File: config.mk
export PLATFORM = sky130hd
export DESIGN_NAME = dma2ch
export DESIGN_NICKNAME = d
export VERILOG_FILES = /design/src/rtl/dma_pkg.sv /design/src/rtl/dma_datapath.sv /design/src/rtl/dma_control.sv /design/src/rtl/dma2ch.sv
export SDC_FILE = /design/constraint.sdc
export NUM_CORES = 1
export LEC_CHECK = 0
export BUFFER_PORTS_ARGS = -buffer_cell sky130_fd_sc_hd__buf_2
export CAP_MARGIN = 15
export CELL_PAD_IN_SITES_DETAIL_PLACEMENT = 0
export CELL_PAD_IN_SITES_GLOBAL_PLACEMENT = 2
export CORE_MARGIN = 8
export CORE_UTILIZATION = 39
export DETAILED_ROUTE_END_ITERATION = 16
export HOLD_SLACK_MARGIN = 0.05
export PLACE_DENSITY_LB_ADDON = 0.15
export SLEW_MARGIN = 40
export SYNTH_ARGS = -nofsm -noshare
export SYNTH_HDL_FRONTEND = slang
export SYNTH_SLANG_ARGS = --single-unit
File: constraint.sdc
create_clock -name clk -period 3.65 [get_ports clk]
set_input_delay 0.1825 -clock clk [delete_from_list [all_inputs] [get_ports clk]]
set_output_delay 0.1825 -clock clk [all_outputs]
set_load 0.05 [all_outputs]
File: src/rtl/dma_pkg.sv
package dma_pkg;

  // Width of the channel index carried in the control strobes.
  localparam int CH_IDX_W = 4;

  // Request source codes (mode bits 7:6).
  localparam logic [1:0] SEL_PIN    = 2'd0;
  localparam logic [1:0] SEL_PERIPH = 2'd1;
  localparam logic [1:0] SEL_SOFT   = 2'd2;

  // Packed first field is the MSB: reqSel[7:6] burst[5] singleWrite[4]
  // singleAddr[3] dstInc[2] srcInc[1] wide[0].
  typedef struct packed {
    logic [1:0] reqSel;
    logic       burst;
    logic       singleWrite;
    logic       singleAddr;
    logic       dstInc;
    logic       srcInc;
    logic       wide;
  } chMode_t;

  typedef enum logic [2:0] {
    ST_IDLE,
    ST_REQ,
    ST_READ,
    ST_WRITE,
    ST_SINGLE
  } dmaState_t;

  // Strobes from control to datapath.
  typedef struct packed {
    logic [CH_IDX_W-1:0] chan;
    logic                useDst;
    logic                latchRd;
    logic                stepUnit;
  } dpCtl_t;

endpackage

File: src/rtl/dma_datapath.sv
module dma_datapath
  import dma_pkg::*;
#(
  parameter int NCH = 2,
  parameter int AW  = 26,
  parameter int CW  = 16
) (
  input  logic                     clk,
  input  logic                     rstN,
  input  logic [NCH-1:0]           cfgLoad,
  input  logic [AW-1:0]            cfgSrc,
  input  logic [AW-1:0]            cfgDst,
  input  logic [CW-1:0]            cfgCount,
  input  chMode_t                  cfgMode,
  input  dpCtl_t                   ctl,
  input  logic [15:0]              busRdata,
  output logic [NCH-1:0]           armed,
  output logic [NCH-1:0]           lastUnit,
  output chMode_t [NCH-1:0]        modes,
  output logic [AW-1:0]            busAddr,
  output logic [15:0]              busWdata
);

  logic [NCH-1:0][AW-1:0] srcAll;
  logic [NCH-1:0][AW-1:0] dstAll;

  for (genvar g = 0; g < NCH; g++) begin : g_chan
    logic [AW-1:0] srcR;
    logic [AW-1:0] dstR;
    logic [CW-1:0] cntR;
    chMode_t       modeR;
    logic          armR;
    logic [AW-1:0] stepVal;
    logic          mine;

    assign stepVal = modeR.wide ? AW'(2) : AW'(1);
    assign mine    = ctl.stepUnit && (ctl.chan == CH_IDX_W'(g));

    always_ff @(posedge clk or negedge rstN) begin
      if (!rstN) begin
        srcR  <= '0;
        dstR  <= '0;
        cntR  <= '0;
        modeR <= '0;
        armR  <= 1'b0;
      end else if (cfgLoad[g]) begin
        srcR  <= cfgSrc;
        dstR  <= cfgDst;
        cntR  <= cfgCount;
        modeR <= cfgMode;
        armR  <= 1'b1;
      end else if (mine) begin
        if (modeR.srcInc) srcR <= srcR + stepVal;
        if (modeR.dstInc) dstR <= dstR + stepVal;
        if (cntR == '0) armR <= 1'b0;
        else            cntR <= cntR - CW'(1);
      end
    end

    assign srcAll[g]   = srcR;
    assign dstAll[g]   = dstR;
    assign modes[g]    = modeR;
    assign armed[g]    = armR;
    assign lastUnit[g] = (cntR == '0);
  end

  // Select the serviced channel's address and width.
  logic    curWide;
  always_comb begin
    busAddr = '0;
    curWide = 1'b0;
    for (int i = 0; i < NCH; i++) begin
      if (ctl.chan == CH_IDX_W'(i)) begin
        busAddr = ctl.useDst ? dstAll[i] : srcAll[i];
        curWide = modes[i].wide;
      end
    end
  end

  // Holding register between the read and write halves of a unit.
  logic [15:0] dataR;
  always_ff @(posedge clk or negedge rstN) begin
    if (!rstN)            dataR <= '0;
    else if (ctl.latchRd) dataR <= curWide ? busRdata : {8'h00, busRdata[7:0]};
  end

  assign busWdata = dataR;

endmodule

File: src/rtl/dma_control.sv
module dma_control
  import dma_pkg::*;
#(
  parameter int NCH = 2
) (
  input  logic              clk,
  input  logic              rstN,
  input  logic [NCH-1:0]    cfgLoad,
  input  logic [NCH-1:0]    armed,
  input  logic [NCH-1:0]    lastUnit,
  input  chMode_t [NCH-1:0] modes,
  input  logic [NCH-1:0]    dreqN,
  input  logic [NCH-1:0]    perReq,
  input  logic [NCH-1:0]    swReq,
  input  logic              busGrant,
  input  logic              busReady,
  output dpCtl_t            ctl,
  output logic              busReq,
  output logic              busCyc,
  output logic              busWrite,
  output logic              busWide,
  output logic [NCH-1:0]    dack,
  output logic [NCH-1:0]    irqDone
);

  dmaState_t           state;
  logic [CH_IDX_W-1:0] cur;
  logic [NCH-1:0]      swPend;
  logic [NCH-1:0]      want;
  logic [CH_IDX_W-1:0] winner;
  logic                anyWant;
  chMode_t             curMode;
  logic                curLast;
  logic                unitEnd;

  // Request qualification and fixed-priority pick (lowest index wins).
  always_comb begin
    for (int i = 0; i < NCH; i++) begin
      logic live;
      case (modes[i].reqSel)
        SEL_PIN:    live = ~dreqN[i];
        SEL_PERIPH: live = perReq[i];
        SEL_SOFT:   live = swPend[i];
        default:    live = 1'b0;
      endcase
      want[i] = armed[i] && live;
    end
    anyWant = |want;
    winner  = '0;
    for (int i = NCH - 1; i >= 0; i--) begin
      if (want[i]) winner = CH_IDX_W'(i);
    end
    curMode = '0;
    curLast = 1'b0;
    for (int i = 0; i < NCH; i++) begin
      if (cur == CH_IDX_W'(i)) begin
        curMode = modes[i];
        curLast = lastUnit[i];
      end
    end
  end

  assign unitEnd  = ((state == ST_WRITE) || (state == ST_SINGLE)) && busReady;
  assign busReq   = (state != ST_IDLE);
  assign busCyc   = (state == ST_READ) || (state == ST_WRITE) || (state == ST_SINGLE);
  assign busWrite = (state == ST_WRITE) || ((state == ST_SINGLE) && curMode.singleWrite);
  assign busWide  = busCyc && curMode.wide;

  always_comb begin
    for (int i = 0; i < NCH; i++) begin
      dack[i] = (state == ST_SINGLE) && (cur == CH_IDX_W'(i));
    end
  end

  assign ctl.chan     = cur;
  assign ctl.useDst   = (state == ST_WRITE);
  assign ctl.latchRd  = (state == ST_READ) && busReady;
  assign ctl.stepUnit = unitEnd;

  always_ff @(posedge clk or negedge rstN) begin
    if (!rstN) begin
      state   <= ST_IDLE;
      cur     <= '0;
      irqDone <= '0;
    end else begin
      irqDone <= '0;
      case (state)
        ST_IDLE: begin
          if (anyWant) begin
            cur   <= winner;
            state <= ST_REQ;
          end
        end
        ST_REQ: begin
          if (busGrant) state <= curMode.singleAddr ? ST_SINGLE : ST_READ;
        end
        ST_READ: begin
          if (busReady) state <= ST_WRITE;
        end
        default: begin
          if (unitEnd) begin
            if (curLast) begin
              state <= ST_IDLE;
              for (int i = 0; i < NCH; i++) begin
                if (cur == CH_IDX_W'(i)) irqDone[i] <= 1'b1;
              end
            end else if (curMode.burst) begin
              state <= curMode.singleAddr ? ST_SINGLE : ST_READ;
            end else begin
              state <= ST_IDLE;
            end
          end
        end
      endcase
    end
  end

  // Software triggers are held until the channel wins the bus.
  for (genvar g = 0; g < NCH; g++) begin : g_pend
    always_ff @(posedge clk or negedge rstN) begin
      if (!rstN) begin
        swPend[g] <= 1'b0;
      end else if (cfgLoad[g]) begin
        swPend[g] <= 1'b0;
      end else if (swReq[g] && armed[g] && (modes[g].reqSel == SEL_SOFT)) begin
        swPend[g] <= 1'b1;
      end else if ((state == ST_REQ) && busGrant && (cur == CH_IDX_W'(g))) begin
        swPend[g] <= 1'b0;
      end
    end
  end

endmodule

File: src/rtl/dma2ch.sv
module dma2ch
  import dma_pkg::*;
#(
  parameter int NCH = 2,
  parameter int AW  = 26,
  parameter int CW  = 16
) (
  input  logic           clk,
  input  logic           rstN,
  input  logic [NCH-1:0] cfgLoad,
  input  logic [AW-1:0]  cfgSrc,
  input  logic [AW-1:0]  cfgDst,
  input  logic [CW-1:0]  cfgCount,
  input  logic [7:0]     cfgMode,
  input  logic [NCH-1:0] dreqN,
  input  logic [NCH-1:0] perReq,
  input  logic [NCH-1:0] swReq,
  output logic           busReq,
  input  logic           busGrant,
  output logic           busCyc,
  output logic           busWrite,
  output logic           busWide,
  output logic [AW-1:0]  busAddr,
  output logic [15:0]    busWdata,
  input  logic [15:0]    busRdata,
  input  logic           busReady,
  output logic [NCH-1:0] dack,
  output logic [NCH-1:0] irqDone
);

  dpCtl_t            ctl;
  logic [NCH-1:0]    armed;
  logic [NCH-1:0]    lastUnit;
  chMode_t [NCH-1:0] modes;

  dma_datapath #(.NCH(NCH), .AW(AW), .CW(CW)) u_dp (
    .clk      (clk),
    .rstN     (rstN),
    .cfgLoad  (cfgLoad),
    .cfgSrc   (cfgSrc),
    .cfgDst   (cfgDst),
    .cfgCount (cfgCount),
    .cfgMode  (chMode_t'(cfgMode)),
    .ctl      (ctl),
    .busRdata (busRdata),
    .armed    (armed),
    .lastUnit (lastUnit),
    .modes    (modes),
    .busAddr  (busAddr),
    .busWdata (busWdata)
  );

  dma_control #(.NCH(NCH)) u_ctl (
    .clk      (clk),
    .rstN     (rstN),
    .cfgLoad  (cfgLoad),
    .armed    (armed),
    .lastUnit (lastUnit),
    .modes    (modes),
    .dreqN    (dreqN),
    .perReq   (perReq),
    .swReq    (swReq),
    .busGrant (busGrant),
    .busReady (busReady),
    .ctl      (ctl),
    .busReq   (busReq),
    .busCyc   (busCyc),
    .busWrite (busWrite),
    .busWide  (busWide),
    .dack     (dack),
    .irqDone  (irqDone)
  );

endmodule

== After elaboration in Yosys (flattened, before gate mapping) ==
Index checks and enable logic that the tools add are counted.

* Bits in registers: 181
* Word-level logic and storage cells: 161
* Output and inout port bits: 50
* Input bits: 104

* Reductions and logical operators: 51
* Multiplexer cells: 60
* $add $sub $neg: 6
* Eq/ne operators: 14
* Bitwise logic cells: 2

{| class="wikitable"
|+ Operators with widths
! cell !! count
|-
| 26-bit 2-to-1 mux || 16
|-
| 16-bit 2-to-1 mux || 7
|-
| 26-bit adder || 4
|-
| 16-bit zero test || 2
|-
| 16-bit by 1-bit subtractor with 16-bit output (second input constant) || 2
|-
| 3-bit 2-to-1 mux || 7
|-
| 1-bit 2-to-1 mux || 20
|-
| 2-bit AND reduction || 9
|-
| 1-bit logical AND || 17
|-
| 2-bit nonzero test || 8
|-
| 6-bit 2-to-1 mux || 2
|-
| 2-bit 2-to-1 mux || 5
|-
| 3-bit case mux with 3 select lines || 1
|-
| 3-bit nonzero test || 3
|-
| 2-bit inequality test (second input constant) || 4
|-
| 3-bit by 2-bit equality test with 1-bit output (second input constant) || 2
|-
| 1-bit case mux with 3 select lines || 2
|-
| 2-bit by 1-bit equality test with 1-bit output (second input constant) || 2
|-
| 2-bit equality test (second input constant) || 2
|-
| 4-bit by 1-bit equality test with 1-bit output (second input constant) || 1
|-
| 2-bit zero test || 2
|-
| 4-bit zero test || 1
|-
| 1-bit logical OR || 4
|-
| 4-bit AND reduction || 1
|-
| 8 further kinds || 9
|}

== Logic depth before layout (Yosys ltp) ==
Gate-level depths: netlist (run 1).

* Depth in word-level cells: 8
* Mapped depth: 9
* Mapped depth without buffers: 8

== By module ==
A second synthesis (run 1) with hierarchy kept.

* Cells, all modules: 1,254
* Area total of the unflattened synthesis: 11,223.3 um^2

{| class="wikitable"
|+ By module, submodules not included
! module !! area an instance (um^2) !! times used !! cells an instance !! seq. area each (um^2)
|-
| dma_datapath || 10,602.7 || 1 || 1,181 || 4,254.1
|-
| dma_control || 620.6 || 1 || 73 || 200.2
|}

== Worst setup path before layout (run 1) ==
OpenSTA, ideal clock, no wires.

* Path kind: register to output
* Start: register u_ctl.state[1]
* End: output busWrite
* Required time: 3.467 ns
* Arrival: 2.174 ns
* Cell stages (with the launch flop): 5
* Slack: 1.294 ns
* Buffers on the path: 2
* Path through: dfrtp_1 or3b_1 buf_4 buf_6 o21ai_0

* Cells in the longest elaborated chain, start to end: 3
* Elaborated cells between the ends (all ways): 4
* Those cells by class: 2 x eq/ne; 2 x reduce/logical

{| class="wikitable"
|+ RTL lines
! element !! RTL line !! source
|-
| start, declared || dma_control.sv:26 || <nowiki>dmaState_t state;</nowiki>
|-
| start signal, assigned || dma_control.sv:95 || <nowiki>if (busGrant) state <= curMode.singleAddr ? ST_SINGLE : ST_READ;</nowiki>
|-
| start signal, assigned || dma_control.sv:108 || <nowiki>state <= curMode.singleAddr ? ST_SINGLE : ST_READ;</nowiki>
|-
| 3-bit equality test || dma_control.sv:66 || <nowiki>assign busWrite = (state == ST_WRITE) || ((state == ST_SINGLE) && curMode.singleWrite);</nowiki>
|-
| 1-bit logical AND || dma_control.sv:66 ||
|-
| 1-bit logical OR (*) || dma_control.sv:66 ||
|-
| end, declared || dma2ch.sv:21 || <nowiki>output logic busWrite,</nowiki>
|}

Every way passes the cells marked *; elsewhere a longest branch is shown, timed or not.

== Worst setup path in the final report (run 1) ==
* Start: register u_ctl.state[1]
* End: register u_dp.g_chan[0].dstR[25]

* Cells in the longest elaborated chain, start to end: 6
* Elaborated cells between the ends (all ways): 7
* Those cells by class: 2 x eq/ne; 5 x reduce/logical

{| class="wikitable"
|+ RTL lines
! element !! RTL line !! source
|-
| 3-bit by 2-bit equality test with 1-bit output / 3-bit equality test (equally long branches) || dma_control.sv:63 || <nowiki>assign unitEnd = ((state == ST_WRITE) || (state == ST_SINGLE)) && busReady;</nowiki>
|-
| 1-bit logical OR (*) || dma_control.sv:63 ||
|-
| 1-bit logical AND (*) || dma_control.sv:63 ||
|-
| 1-bit logical AND (*) || dma_datapath.sv:37 || <nowiki>assign mine = ctl.stepUnit && (ctl.chan == CH_IDX_W'(g));</nowiki>
|-
| 2-bit nonzero test (no source line) (*) || - ||
|-
| 2-bit AND reduction (no source line) (*) || - ||
|-
| end signal, assigned || dma_datapath.sv:48 || <nowiki>dstR <= cfgDst;</nowiki>
|-
| end signal, assigned || dma_datapath.sv:54 || <nowiki>if (modeR.dstInc) dstR <= dstR + stepVal;</nowiki>
|-
| end, declared || dma_datapath.sv:29 || <nowiki>logic [AW-1:0] dstR;</nowiki>
|}

Marked as above.
A chain may end at the register's enable or synchronous reset.

==> metrics, run 1 <==
Setup Viol. Count Final 0; Worst Path Required approximately 4 ns; unrepaired setup endpoints after global routing no; Layout Nets roughly 1400; CTS Sinks 178; Synth Net Count 1210; ANT nets after route 0; Syn Area/Cell ~9.6 um2; vias in the first global route 9323; post-DR wirelength/cell between 15 and 20 um; hold slack about 0.14 ns; Die Y roughly 180 um; total congestion overflow 0; count leader, synth dfrtp_1; async set-or-reset flop fraction in the synthesized netlist 100.0%; CTS tree yes; ys flop type dfrtp_1; number of synthesized flops with an enable pin 0; placed cell count 1545; Worst-Margin Slew around 0.77 ns; yosys warns 0; clk buf depth 2; slew margin rel. 48.86%; H-tree depth 4; Num CTS Buffers 17; Leak between 5 and 6 nW; ratio of final minimum period to clock period between 70% and 80%; die width 180.3 um; Vias/cell approximately 5.4; Vias around 9000; Worst Hold Class in2reg; Crit Path Class reg2reg; status complete, no violations; initial antenna violation count 0; post_cts resized 0; TNS Setup 0 ns; First DRT Iteration DRCs about 630; Post-Synth XOR/XNOR Area a little under 10%; hold-fix buffers at CTS 95; Final Non-Filler Cells between 1500 and 2000; min cycle time layout about 2.9 ns; Compound-Gate Fraction of Synth Area roughly an eighth; MaxCap Viol Count 0; fillers between 2000 and 3000; latest clock arrival within the worst-skew pair about 0.43 ns; Post-Route WL ~33000 um; Critical Path End Type register; first-pass GRT wire length between 50000 and 60000 um; largest net degree at the start of global routing between 90 and 100; Achievable Freq between 300 and 400 MHz; DRC 0; synth top area cells dfrtp_1 (42%), o21ai_0 (6.1%), nand2_1 (5.9%); initial core utilization between 30% and 40%; Final Hold Vio Count 0; Site Rows 60; post-synthesis simple-gate area fraction 21.01%; Clock transition at path regs 0.07 ns; Worst EP arrival between 3 and 4 ns; Syn-to-layout area delta 25.85%; ANT cells 0; most frequent cells after synthesis dfrtp_1 (178), nand2_1 (165), o21ai_0 (129); nature of the critical path startpoint register; Total GRT Usage 20.20%; fraction of layout cells with a size suffix above 1 about 20%; GP Congestion around 0.83; total die area roughly 33000 um2; Core Box Area between 20000 and 30000 um2; area leader, netlist dfrtp_1; Seq/Total Area, Yosys 42.30%; reg2reg setup slack 0.78 ns; worst clock skew about 0.015 ns; drt pass-1 iters 5; largest family of logic cells by synthesized area simple AND/OR/NAND/NOR gates; final slew viol count 0; CP Max Fanout 15; pwr dens ~530 nW/um2; synthesized instance count between 1000 and 1500; Synth Cell Area about 11000 um2; Post-CTS Setup Repair Bufs 0; post-synthesis mux area share under 10%; Root Buffer clkbuf_16; hpwl dp 23070 um; post-synthesis adder-cell area fraction around 1.9%; number of distinct library cells after synthesis 66; Peak supply drop around 290 uV; post-route total power roughly 7 mW; Port Buffer Count between 150 and 200; top-area cell type share of the netlist area 42.30%; FF+latch count, synth 178; io pins 154
report_power, final:
| group | switching, mW | internal (mW) |
|---|---|---|
| Sequential | 0.322 | 2.23 |
| Clock | 0.859 | 1.13 |
| Combinational | 1.61 | 0.826 |
| Total | 2.79 | 4.19 |
state kept, by name, indices dropped and copies added, names as in the netlist:
register	flops
u_dp.g_chan.dstR	52
u_ctl.cur	1
u_dp.g_chan.srcR	52
u_dp.g_chan.armR	2
u_ctl.swPend	2
u_ctl.state	3
u_dp.modes	16
u_ctl.irqDone	2
u_dp.g_chan.cntR	32
u_dp.busWdata	16
cell type report:
type	instances	area (um2)	area share (%)
well taps	341	426.7	3.219
inverters	37	138.9	1.048
multi-input cells	814	5670	42.78
repair buffers	270	1934	14.59
clock buffers	20	456.7	3.446
clock inverters	12	171.4	1.293
flip-flops and latches	178	4456	33.62
stage by stage:
stage          cell area, um2  util (%)  worst slack, ns
3_3_place_gp            11670     43.67           0.8504
4_1_cts                 13250     49.59           0.8172
3_5_place_dp            11670     43.68           0.8366
6_report                13250     49.59           0.7761
2_1_floorplan           10530         -            1.294
5_1_grt                 13250     49.59           0.5367
layout by cell type (no fill, tap or decap), types with 20 or more instances in the layout:
cell type      count
buf_2            150
buf_4             20
dfrtp_1          177
dlygate4sd3_1     95
inv_1             37
mux2_2            22
mux4_2            26
nand2_1          165
nand3_1           42
nand4_1           33
nor2_1            27
nor3_1            24
nor4_1            29
o21ai_0          129
xnor2_1           57
xor2_1            59
worst max-delay path, cell delays in order, from the launching register on:
cell and delay, ns:
dfrtp_1 0.62, nand3b_1 0.58, buf_4 0.38, a2111oi_4 0.28
buf_4 0.28, nand4_1 0.25, nor4_1 0.28, a211o_1 0.13
layer usage:
layer  GRT usage, %  share of wire (%)  vias up
li1               -                  -     4377
met1          27.77                 48     4438
met2          33.12                 47      182
met3          3.589                3.6       18
met4          3.737                1.1        0
met5              0                  0        -
path summary, 6_finish.rpt:
check                                  from  cells past startpoint                 endpoint
setup / recovery             u_ctl.state[1]                      7  u_dp.g_chan[0].dstR[25]
hold / removal                     busGrant                      4           u_ctl.state[0]
setup reg to reg             u_ctl.state[1]                      7  u_dp.g_chan[0].dstR[25]
hold reg to reg            u_dp.busWdata[0]                      1         u_dp.busWdata[0]
max in group asynchronous              rstN                      3  u_dp.g_chan[1].dstR[23]
min in group asynchronous              rstN                      2   u_dp.g_chan[0].srcR[4]
logic make-up (layout without fill, tap and decap cells):
group                    after synthesis  count (layout)
AO/OA/AOI/OAI                        212             212
XOR/XNOR                             116             116
adder cells (fa/ha/maj)               14              14
buffers and inverters                100             339
flip-flops                           178             178
multiplexers                          54              54
AND/OR/NAND/NOR                      418             418
Note: power is estimated with default switching activity, not from simulation.
==> inputs of run 2 (changes only) <==
--- a/config.mk
+++ b/config.mk
@@ -10,7 +10,7 @@
 export CELL_PAD_IN_SITES_DETAIL_PLACEMENT = 0
 export CELL_PAD_IN_SITES_GLOBAL_PLACEMENT = 2
 export CORE_MARGIN = 8
-export CORE_UTILIZATION = 39
+export CORE_UTILIZATION = 33
 export DETAILED_ROUTE_END_ITERATION = 16
 export HOLD_SLACK_MARGIN = 0.05
 export PLACE_DENSITY_LB_ADDON = 0.15
==> constraint.sdc (replaced) <==
create_clock -name clk -period 2.64 [get_ports clk]
set_input_delay 0.132 -clock clk [delete_from_list [all_inputs] [get_ports clk]]
set_output_delay 0.132 -clock clk [all_outputs]
set_load 0.05 [all_outputs]
==> run 2 against run 1 <==
Compared with the run above:
- clock skew decreased by 0.0060 ns
- largest cell class unchanged
- final cell count increased by 5.4%
- register-to-register slack got worse by 0.59 ns
- die area increased by 17%
- total power increased by 41%
- core utilization decreased by 6.3 points
- setup slack got worse by 0.65 ns
==> metrics, run 2 (synthesized netlist as in run 1, its figures left out) <==
Worst EP arrival about 2.4 ns; vias in the first global route 9387; CP Max Fanout 13; First DRT Iteration DRCs 483; CP peak stage delay around 0.55 ns; Total GRT Usage 18.57%; Die Y between 150 and 200 um; nature of the critical path startpoint register; most common cell after layout, fill and taps aside dfrtp_1; clock power share 28.9%; GP Congestion ~0.78; MaxCap Viol Count 0; Worst-Margin Slew around 0.71 ns; status complete, no violations; Final Hold Vio Count 0; first-pass GRT wire length approximately 56000 um; Vias just over 9000; CTS Sinks ~180; worst clock skew roughly 0.0093 ns; clk buf depth 2; Setup Viol. Count Final 0; Switching Fraction 38.95%; DRC 0; Peak supply drop between 400 and 500 uV; CTS tree yes; worst-path cell chain buf_4 > and3b_2 > buf_6 > mux4_2 > buf_2; hpwl dp ~25000 um; Critical Path End Type primary output; TNS Setup 0 ns; Root Buffer clkbuf_16; Layout Nets 1467; Port Buffer Count around 150; total die area roughly 38000 um2; ANT nets after route 0; Worst path slowest cell mux4_2; Vias/cell 5.149; commonest non-fill, non-tap cells in the layout dfrtp_1 (177), nand2_1 (165), buf_2 (150); Post-Route WL 34580 um; unrepaired setup endpoints after global routing no; Crit Path Class reg2out; io pins about 150; Comb power frac between 30 and 40%; placed cell count 1632; largest net degree at the start of global routing 94; min cycle time layout 2.518 ns; slew margin rel. 52.63%; Top Registers u_dp.g_chan.dstR x52, u_dp.g_chan.srcR x52, u_dp.g_chan.cntR x32; Site Rows 65; Syn-to-layout area delta 29.43%; drt pass-1 iters 5; H-tree depth 4; Achievable Freq 397.1 MHz; hold slack 0.1088 ns; Worst Hold Class in2reg; ANT cells 0; final slew viol count 0; latest clock arrival within the worst-skew pair between 0.4 and 0.5 ns; Final Non-Filler Cells ~1800; initial antenna violation count 0; ratio of final minimum period to clock period a little over nine tenths; P_sw approximately 3.8 mW; pwr dens 723.9 nW/um2; die width between 150 and 200 um; utilization after layout between 40% and 50%; CP bufs+invs 3; delay-heaviest family, CP buffers and inverters; Core Box Area 31470 um2; initial core utilization 33.46%; Num CTS Buffers 17; Leak approximately 5.6 nW; post-DR wirelength/cell ~20 um; fraction of layout cells with a size suffix above 1 a little over a fifth; total congestion overflow 0; post-route total power slightly below 10 mW; Worst Path Required approximately 2.5 ns; Clock transition at path regs about 0.07 ns; sequential share of power 34.9%; internal power roughly 6 mW
run 2: routing by layer:
metal	vias to the layer above	part of all wire, %	track usage (%)
li1	4439	-	-
met1	4420	50	26.81
met2	202	45	28.49
met3	16	4.2	3.438
met4	0	1.1	4.045
met5	-	0	0
run 2: final cells by class:
type,instances,area [um2]
timing repair buffer,301,2222
clock buffer,20,456.7
tap,402,503.0
inverter,37,138.9
clock inverter,11,183.9
fill,3116,17840
sequential,178,4456
multi-input combinational,814,5670
run 2: final timing paths:
path,slack [ns],start,cells past startpoint,end
min in group asynchronous,0.20,rstN,2,u_dp.g_chan[1].srcR[4]
max in group asynchronous,1.62,rstN,3,u_dp.busWdata[13]
setup reg to reg,0.19,u_ctl.state[0],7,u_dp.g_chan[0].srcR[25]
setup / recovery,0.12,u_ctl.state[2],5,busAddr[4]
hold / removal,0.11,perReq[0],4,u_ctl.cur[0]
hold reg to reg,0.50,u_dp.busWdata[10],1,u_dp.busWdata[10]
run 2: per-stage QoR:
stage	instance area [um2]	worst slack, ns
detailed placement	11980	0.1986
finish	13630	0.1220
CTS	13600	0.02786
global placement	11980	0.2130
global route	13630	0.008724
floorplan	10530	0.3344
run 2: power groups by stage:
stage / clock [mW] / combinational [mW] / sequential [mW]
6_report: 2.85 / 3.57 / 3.44
2_1_floorplan: 0 / 2.14 / 3.77
3_5_place_dp: 0 / 3.47 / 3.49
5_1_grt: 3.05 / 3.82 / 3.50
3_3_place_gp: 0 / 3.48 / 3.48
4_1_cts: 2.93 / 3.61 / 3.44
run 2: worst min-delay path: cells and delay by family:
kind,cells,cell delay (ns)
AO/OA/AOI/OAI,2,0.22
AND/OR/NAND/NOR,1,0.06
buffers and inverters,1,0.08
run 2: timing repair:
| action | in CTS | in global routing |
|---|---|---|
| pin swaps | 0 | 1 |
| endpoints found under the hold margin | 212 | 0 |
| gates resized for setup | 1 | 3 |
| buffers inserted | 0 | 3 |
| setup endpoints to repair | 14 | 20 |
| hold buffers | 97 | 0 |
==> inputs of run 3 (changes only) <==
--- a/config.mk
+++ b/config.mk
@@ -5,12 +5,12 @@
 export SDC_FILE = /design/constraint.sdc
 export NUM_CORES = 1
 export LEC_CHECK = 0
+export ABC_AREA = 1
 export BUFFER_PORTS_ARGS = -buffer_cell sky130_fd_sc_hd__buf_2
-export CAP_MARGIN = 15
 export CELL_PAD_IN_SITES_DETAIL_PLACEMENT = 0
 export CELL_PAD_IN_SITES_GLOBAL_PLACEMENT = 2
 export CORE_MARGIN = 8
-export CORE_UTILIZATION = 33
+export CORE_UTILIZATION = 29
 export DETAILED_ROUTE_END_ITERATION = 16
 export HOLD_SLACK_MARGIN = 0.05
 export PLACE_DENSITY_LB_ADDON = 0.15
==> run 3 against run 2 <==
Compared with the run above:
- clock power shrank 1%
- design area grew 18%
- clock skew is essentially flat
- sequential cell count is the same
- hold slack lost 0.016 ns
- global-route usage grew 3.1 points
- count of clock-buffer cells in the layout is the same
- setup slack lost 0.090 ns
- synthesized cell count grew 87%
- critical path depth grew 1
- via count grew 54%
- critical path type unchanged
- critical endpoint is now busAddr[14]
- largest power group unchanged
==> metrics, run 3 <==
status complete, no violations; Synth Cell Area between 10000 and 15000 um2; synth top area cells dfrtp_1 (35%), nand2_1 (23%), nor2_1 (9.4%); io pins around 150; TNS Setup 0 ns; Post-Synth XOR/XNOR Area 2.651%; Final Hold Vio Count 0; total congestion overflow 0; Die Y 226.8 um; Peak supply drop between 700 and 800 uV; count leader, synth nand2_1; Vias/cell between 4 and 5; async set-or-reset flop fraction in the synthesized netlist between 90% and 100%; worst clock skew ~0.009 ns; nature of the critical path startpoint register; drt pass-1 iters 5; Critical Path End Type primary output; Synth Net Count around 2200; latest clock arrival within the worst-skew pair 0.49 ns; die width around 230 um; slew margin rel. 47.94%; vias in the first global route between 10000 and 15000; area leader, netlist dfrtp_1; Port Buffer Count roughly 150; Total GRT Usage a little over a fifth; Setup WS post-layout ~0.032 ns; Vias around 14000; synthesized instance count 2045; Syn Area/Cell around 6.3 um2; GP Congestion 0.8892; initial core utilization around 29%; fillers roughly 4800; Compound-Gate Fraction of Synth Area approximately 9.7%; ys flop type dfrtp_1; CP Max Fanout 62; unrepaired setup endpoints after global routing no; post-synthesis mux area share 0.7768%; most common cell after layout, fill and taps aside nand2_1; First DRT Iteration DRCs around 1000; Syn-to-layout area delta 24.57%; Leak roughly 7.6 nW; Layout Nets between 2000 and 2500; Worst Hold Class in2reg; CTS Sinks 178; MaxCap Viol Count 0; commonest non-fill, non-tap cells in the layout nand2_1 (784), nor2_1 (323), dfrtp_1 (178); yosys warns 0; worst slack at placement between 0.15 and 0.2 ns; post-route total power 13.22 mW; Achievable Freq roughly 380 MHz; post-synthesis simple-gate area fraction between 40% and 50%; min cycle time layout roughly 2.6 ns; H-tree depth 4; first-pass GRT wire length approximately 84000 um; Site Rows 77; Worst EP arrival approximately 2.5 ns; Num CTS Buffers 17; hold slack between 0.09 and 0.1 ns; final slew viol count 0; ANT nets after route 0; largest family of logic cells by synthesized area simple AND/OR/NAND/NOR gates; Setup Viol. Count Final 0; DRC 0; number of synthesized flops with an enable pin 0; pwr dens between 800 and 900 nW/um2; FF+latch count, synth between 150 and 200; ANT cells 0; CTS tree yes; initial antenna violation count 1; post-synthesis adder-cell area fraction roughly 1.6%; Worst Path Required about 2.5 ns; Root Buffer clkbuf_16; largest net degree at the start of global routing 73; Worst-Margin Slew around 0.78 ns; top-area cell type share of the netlist area between 30% and 40%; Seq/Total Area, Yosys between 30% and 40%; Top Registers u_dp.g_chan.dstR x52, u_dp.g_chan.srcR x52, u_dp.g_chan.cntR x32; fraction of layout cells with a size suffix above 1 about 11%; Post-Route WL 55370 um; most frequent cells after synthesis nand2_1 (784), nor2_1 (324), dfrtp_1 (178); number of distinct library cells after synthesis between 40 and 50; Crit Path Class reg2out; total die area 51440 um2; post-DR wirelength/cell approximately 19 um; hpwl dp approximately 42000 um; clk buf depth 2; Clock transition at path regs roughly 0.07 ns; Core Box Area between 40000 and 50000 um2; Post-CTS Setup Repair Bufs 0; ratio of final minimum period to clock period between 90% and 100%
run 3: worst paths after layout:
check | startpoint | to | slack (ns) | cells after the start
worst max-delay path | u_ctl.state[2] | busAddr[14] | 0.03 | 6
worst min-delay path | cfgSrc[1] | u_dp.g_chan[1].srcR[1] | 0.09 | 5
worst max register to register | u_dp.modes[0] | u_dp.g_chan[0].dstR[14] | 0.25 | 12
worst min register to register | u_dp.busWdata[8] | u_dp.busWdata[8] | 0.49 | 2
max in group asynchronous | rstN | u_dp.g_chan[0].dstR[21] | 1.73 | 3
min in group asynchronous | rstN | u_ctl.swPend[1] | 0.10 | 2
run 3: cell families (layout without fill, tap and decap cells):
kind of cell | Yosys count | after routing
AO/OA/AOI/OAI | 221 | 221
XOR/XNOR | 39 | 39
adder cells (fa/ha/maj) | 14 | 14
buffers and inverters | 228 | 469
flip-flops | 178 | 178
multiplexers | 9 | 9
AND/OR/NAND/NOR | 1356 | 1356
run 3: layout make-up:
cell class / instances / area (um2) / share of cell area [%]
well taps: 592 / 740.7 / 4.615
clock inverters: 12 / 155.1 / 0.9666
clock buffers: 20 / 456.7 / 2.845
multi-input cells: 1639 / 7505 / 46.75
repair buffers: 285 / 2166 / 13.49
inverters: 152 / 574.3 / 3.578
flip-flops and latches: 178 / 4454 / 27.75
run 3: metrics by stage:
stage / cell area, um2 / utilization, % / std cells
3_5_place_dp: 14420 / 32.74 / 2745
6_report: 16050 / 36.46 / 2878
4_1_cts: 16040 / 36.43 / 2878
5_1_grt: 16050 / 36.46 / 2878
2_1_floorplan: 12890 / - / 2045
3_3_place_gp: 14420 / 32.74 / 2745
run 3: what timing repair did:
| item | CTS | global route |
|---|---|---|
| hold buffers | 101 | 0 |
| endpoints found under the hold margin | 343 | 0 |
| endpoints found under the setup margin | 0 | 15 |
| resized for setup | 0 | 6 |
run 3: routing by layer:
| layer | track usage (%) | vias up | wire length, um |
|---|---|---|---|
| met4 | 5.811 | 2 | 1101 |
| met5 | 0 | - | 13 |
| li1 | - | 6969 | - |
| met2 | 34.48 | 363 | 25040 |
| met3 | 4.734 | 55 | 3071 |
| met1 | 29.32 | 6615 | 26140 |
run 3: power breakdown:
group          internal [mW]  total, mW  leakage, nW  switching, mW
clock                   1.54       2.81        0.297           1.26
sequential              3.34       4.34         2.19           1.00
combinational           1.78       6.07         5.13           4.29
run 3: worst max-delay path, stage by stage, from the launching register on:
cell     delay [ns]
dfrtp_1        0.43
inv_1          0.11
nand3_4        0.11
buf_12         0.22
o21ai_0        0.63
o22ai_1        0.19
buf_2          0.25
